### src/rtl/intxfm4_core.sv
module intxfm4_core #(
  parameter int DW = 9,
  parameter int CW = 16
) (
  input  logic              clk,
  input  logic              rst_n,
  input  logic [1:0]        mode,
  input  logic              blk_load,
  input  logic [16*DW-1:0]  blk_in,
  input  logic              row_load,
  input  logic [4*DW-1:0]   row_in,
  output logic              done,
  output logic [16*CW-1:0]  coef
);
  localparam int N  = 16;
  localparam int IW = DW + 7;
  localparam int LIM = 36 << (DW - 1);

  logic signed [DW-1:0] xb [N];
  logic [1:0]           rcnt;
  logic [1:0]           mq;
  logic                 go;
  logic signed [IW-1:0] tr  [N];
  logic signed [IW-1:0] ty  [N];
  logic signed [IW-1:0] res [N];

  function automatic void pass1(
    input  logic had,
    input  logic signed [IW-1:0] a, b, c, d,
    output logic signed [IW-1:0] y0, y1, y2, y3);
    logic signed [IW-1:0] s0, s1, s2, s3;
    s0 = a + d; s3 = a - d;
    s1 = b + c; s2 = b - c;
    y0 = s0 + s1;
    y2 = s0 - s1;
    if (had) begin
      y1 = s3 + s2;
      y3 = s3 - s2;
    end else begin
      y1 = (s3 <<< 1) + s2;
      y3 = s3 - (s2 <<< 1);
    end
  endfunction

  always_comb begin
    for (int r = 0; r < 4; r++)
      pass1(mq == 2'd1, IW'(xb[4*r]), IW'(xb[4*r+1]), IW'(xb[4*r+2]), IW'(xb[4*r+3]),
            tr[4*r], tr[4*r+1], tr[4*r+2], tr[4*r+3]);
    for (int c = 0; c < 4; c++)
      pass1(mq == 2'd1, tr[c], tr[4+c], tr[8+c], tr[12+c],
            ty[c], ty[4+c], ty[8+c], ty[12+c]);
    for (int i = 0; i < N; i++) res[i] = ty[i];
    if (mq == 2'd1) begin
      for (int i = 0; i < N; i++) res[i] = (ty[i] + IW'(1)) >>> 1;
    end else if (mq == 2'd2) begin
      for (int i = 0; i < N; i++) res[i] = '0;
      res[0] = IW'(xb[0]) + IW'(xb[1]) + IW'(xb[2]) + IW'(xb[3]);
      res[1] = IW'(xb[0]) - IW'(xb[1]) + IW'(xb[2]) - IW'(xb[3]);
      res[2] = IW'(xb[0]) + IW'(xb[1]) - IW'(xb[2]) - IW'(xb[3]);
      res[3] = IW'(xb[0]) - IW'(xb[1]) - IW'(xb[2]) + IW'(xb[3]);
    end
  end

  always_ff @(posedge clk) begin
    if (!rst_n) begin
      rcnt <= '0;
      mq   <= '0;
      go   <= 1'b0;
      done <= 1'b0;
      coef <= '0;
      for (int i = 0; i < N; i++) xb[i] <= '0;
    end else begin
      go <= 1'b0;
      if (blk_load) begin
        for (int i = 0; i < N; i++) xb[i] <= blk_in[i*DW +: DW];
        mq   <= mode;
        go   <= 1'b1;
        rcnt <= '0;
      end else if (row_load) begin
        for (int c = 0; c < 4; c++) xb[int'(rcnt)*4 + c] <= row_in[c*DW +: DW];
        rcnt <= rcnt + 2'd1;
        if (rcnt == 2'd3) begin
          mq <= mode;
          go <= 1'b1;
        end
      end
      done <= go;
      if (go)
        for (int i = 0; i < N; i++) coef[i*CW +: CW] <= CW'(res[i]);
    end
  end

  logic signed [IW-1:0] in_sum;
  logic                 all_in_range;
  always_comb begin
    in_sum = '0;
    for (int i = 0; i < N; i++) in_sum = in_sum + IW'($signed(blk_in[i*DW +: DW]));
    all_in_range = 1'b1;
    for (int i = 0; i < N; i++)
      if ($signed(coef[i*CW +: CW]) > LIM || $signed(coef[i*CW +: CW]) < -LIM)
        all_in_range = 1'b0;
  end

  assert_done_latency_R6: assert property (@(posedge clk) disable iff (!rst_n)
    blk_load |=> ##1 done);
  assert_dc_is_sum_R2: assert property (@(posedge clk) disable iff (!rst_n)
    (blk_load && mode == 2'd0) |=> ##1 ($signed(coef[CW-1:0]) == $past(in_sum, 2)));
  assert_chroma_upper_zero_R5: assert property (@(posedge clk) disable iff (!rst_n)
    (blk_load && mode == 2'd2) |=> ##1 (coef[16*CW-1:4*CW] == '0));
  assert_no_overflow_R8: assert property (@(posedge clk) disable iff (!rst_n)
    done |-> all_in_range);
  assert_hold_R6: assert property (@(posedge clk) disable iff (!rst_n)
    (!done && $past(!go)) |-> $stable(coef));
endmodule

### config.mk
export PLATFORM = sky130hd
export DESIGN_NAME = intxfm4_core
export DESIGN_NICKNAME = d
export VERILOG_FILES = /design/src/rtl/intxfm4_core.sv
export SDC_FILE = /design/constraint.sdc
export NUM_CORES = 2
export LEC_CHECK = 0
export BUFFER_PORTS_ARGS = -buffer_cell sky130_fd_sc_hd__buf_2
export CORE_ASPECT_RATIO = 1.25
export CORE_MARGIN = 2
export CORE_UTILIZATION = 64
export CTS_CLUSTER_SIZE = 28
export DETAILED_ROUTE_END_ITERATION = 12
export GPL_TIMING_DRIVEN = 0
export PLACE_DENSITY = 0.87
export REMOVE_ABC_BUFFERS = 1
export SYNTH_ARGS = -nofsm -noshare
export SYNTH_HDL_FRONTEND = slang
export SYNTH_SLANG_ARGS = --single-unit
### constraint.sdc
create_clock -name clk -period 8.62 [get_ports clk]
set_input_delay 0.431 -clock clk [delete_from_list [all_inputs] [get_ports clk]]
set_output_delay 0.431 -clock clk [all_outputs]
set_load 0.01 [all_outputs]
==> results.toml <==
[synth]
synth_enable_flop_cells = 144
synthesis.instances = 8233
avgSynthCellArea_um2 = 7.64
synth_top_area_share_pct = 18.5
yosys_register_bits = 390
synth.lib_cells_used.distinct = 107
netlist_area_um2 = 62900
synth_area_leaders = "ha_1 (19%), xnor2_1 (8.6%), dfxtp_1 (7.8%)"
dominant_synthesized_flop_cell = "dfxtp_1"
seq_area_frac_synth_pct = 14.7
ys_async_sr_fraction_pct = 0
ys.warnings.count = 0
synth.largest_area_cell = "ha_1"

[grt]
grt_usage_pct = 41.1
grt_antenna_before_repair = 3
number_of_global_route_vias_before_repair = 59600
grt_start_max_net_pins = 101
globalRouteOverflowTotal = 0
grt_first_pass_wirelength_um = 326000

[timing]
post-route-min-period_ns = 8.50
timing_max_transition_violations_final = 0
hold_viol_final = 0
relative_slew_slack_pct = 3.23
max_freq_ghz = 0.118
tightest_slew_ns = 1.45
setup-violations-final = 0
layout_worst_path_cycle_share_pct = 98.7
fin_skew_ns = 0.0664

[setup_path]
timing.critical_path.arrival_ns = 8.99
timing.critical_path.slowest_cell_delay_ns = 0.60
maximum_fanout_encountered_on_the_critical_timing_path = 6
worst-setup-path-type = "reg2reg"
critical_path_cell_with_the_highest_stage_delay = "or4_4"
worst_path_most_repeated_cell = "ha_1"
cp.buffers_inverters = 3
crit_end_element = "register"
cpLargestDelayFamily = "simple AND/OR/NAND/NOR gates"
crit_path_start_kind = "register"
worst-endpoint-required_ns = 9.11

[status]
status = "completed"

[finish]
filler_cell_count = 8127
final_layout_size_suffix_gt1_share_pct = 10.7
final_cell_count_no_fill = 9764
fin_nets = 9667
utilization_after_layout_pct = 70.8
area_growth_syn_to_layout_pct = 9.66

[clock_tree]
clock_tree.buffer_depth = 3
clk_latency_ns = 0.67
cts.clk_slew.worst_paths_ns = 0.06
root_buffer = "clkbuf_16"
clock-sinks = 390
ctsHtreeMaxLevel = 2
cts_tree = "done"
cts_inserted_buffers = 44

[placement]
number_of_i_o_port_buffers = 442
detail_placement_hpwl_um = 176000
gpl.final_weighted_congestion = 1.05
placed_cells = 9643

[floorplan]
floorplan.die.height_um = 354
design.die.area_um2 = 101000
core-area_um2 = 97400
initial_utilization_pct = 64.6
chipWidth_um = 284
floorplan.io_pins = 443
rows = 128

[drt]
drt_first_iter_violations = 5887
drt-wirelength-per-cell_um = 22.3
num_vias = 62400
drc = 0
remaining_antenna_violation_count = 0
detail_route.vias_per_cell = 6.39
drt_wl_total_um = 218000
drt_first_pass_iters = 6

[min_path]
timing.hold.worst.class = "in2reg"

[flow_run]
drv.max_cap_violation_count = 0
[worst paths after layout]
check | startpoint | endpoint | depth (start not counted) | slack [ns]
hold reg to reg | coef[205]$_SDFFE_PN0P_ | coef[205]$_SDFFE_PN0P_ | 2 | 0.46
setup / recovery | xb[13][1]$_DFFE_PP_ | coef[94]$_SDFFE_PN0P_ | 35 | 0.12
hold / removal | blk_in[51] | xb[5][6]$_DFFE_PP_ | 2 | 0.05
setup reg to reg | xb[13][1]$_DFFE_PP_ | coef[94]$_SDFFE_PN0P_ | 35 | 0.12
[through the flow]
| step | instance area [um^2] | hold WS, ns | worst slack, ns | TNS (ns) |
|---|---|---|---|---|
| 6_report | 69000 | 0.0535 | 0.116 | 0 |
| 5_1_grt | 69000 | 0.0603 | -0.0603 | -0.289 |
| 4_1_cts | 68000 | 0.0369 | 0.00131 | 0 |
| 3_5_place_dp | 66100 | 0.443 | -0.965 | -13.02 |
| 3_3_place_gp | 65300 | 0.435 | -39.88 | -6378.50 |
| 2_1_floorplan | 61400 | 0.463 | -11.76 | -2067.08 |
[registers in the layout, indices dropped and copies added, names as in the netlist]
name and flops:
coef 240, mq 2, go 1, rcnt 2, xb 144, done 1
[per-layer routing]
| metal | up-vias | GRT usage, % | part of all wire [%] |
|---|---|---|---|
| met4 | 4 | 28.3 | 8.4 |
| met2 | 2866 | 69.4 | 46 |
| met3 | 772 | 6.41 | 8.4 |
| met5 | - | 0 | 0.011 |
| met1 | 29300 | 47.8 | 38 |
| li1 | 29400 | - | - |
[cells in the final DEF (no fill, tap or decap), types with 37 or more instances in the layout]
master     instances
ha_1             910
and3_1            58
nor2_1           709
nand3_1          111
o211ai_1          72
xor2_1           196
o21ai_0          489
or2_2             38
mux2i_1           57
dfxtp_1          243
o21a_1            66
a211oi_1         129
or3_1             46
xnor2_1          586
o21bai_1         258
a31oi_1           72
inv_1            779
o31ai_1           54
a22o_1           102
a21oi_1          726
buf_2            442
clkbuf_16         44
fa_1             116
nor3_1           172
nor2b_1           95
nand2b_1          82
nand2_1          552
a21o_1           140
edfxtp_1         144
and2_1            37
[cell families after synthesis]
kind of cell               Yosys count  share of synthesized area (%)
AOI/OAI and AO/OA                 2603                           26.9
muxes                               85                           1.41
xor gates and xnor gates           829                           11.7
DFF                                390                           14.7
buffers and inverters             1166                           7.15
and+or+nand+nor                   2085                           15.4
adders and majority gates         1075                           22.8
[area by class of cell]
class	instances	area, um^2	share of cell area, %
diodes	2	5.00	0.00726
clock buffers	50	1140	1.66
clock inverters	31	355	0.515
inverters	802	3040	4.40
multi-input cells	6677	50200	72.9
flip-flops and latches	390	9260	13.4
well taps	1300	1630	2.36
repair buffers	512	3290	4.77
[worst register-to-register path, delay by kind of cell (launching register included)]
family,cells,cell delay (ns)
xor gates and xnor gates,1,0.20
muxes,1,0.30
buffers and inverters,3,0.31
and+or+nand+nor,10,2.77
AOI/OAI and AO/OA,15,2.50
adders and majority gates,5,1.77
DFF,1,0.50
[synth_stat cells (140+ instances only)]
library cell and number:
ha_1 931, inv_1 792, a21oi_1 758, nor2_1 721, xnor2_1 614, nand2_1 556, o21ai_0 526, clkbuf_1 286
o21bai_1 260, dfxtp_1 246, xor2_1 209, nor3_1 172, edfxtp_1 144, a21o_1 140
[what timing repair did]
| action | CTS | global route |
|---|---|---|
| resized for setup | 74 | 186 |
| setup buffers | 12 | 24 |
| endpoints found under the hold margin | 2 | 0 |
| setup endpoints to repair | 26 | 31 |
| pin swaps | 2 | 18 |
| hold buffers | 2 | 0 |
Power is not shown: default switching activity piles up to over one toggle a cycle in this logic, so the estimate is an artifact.
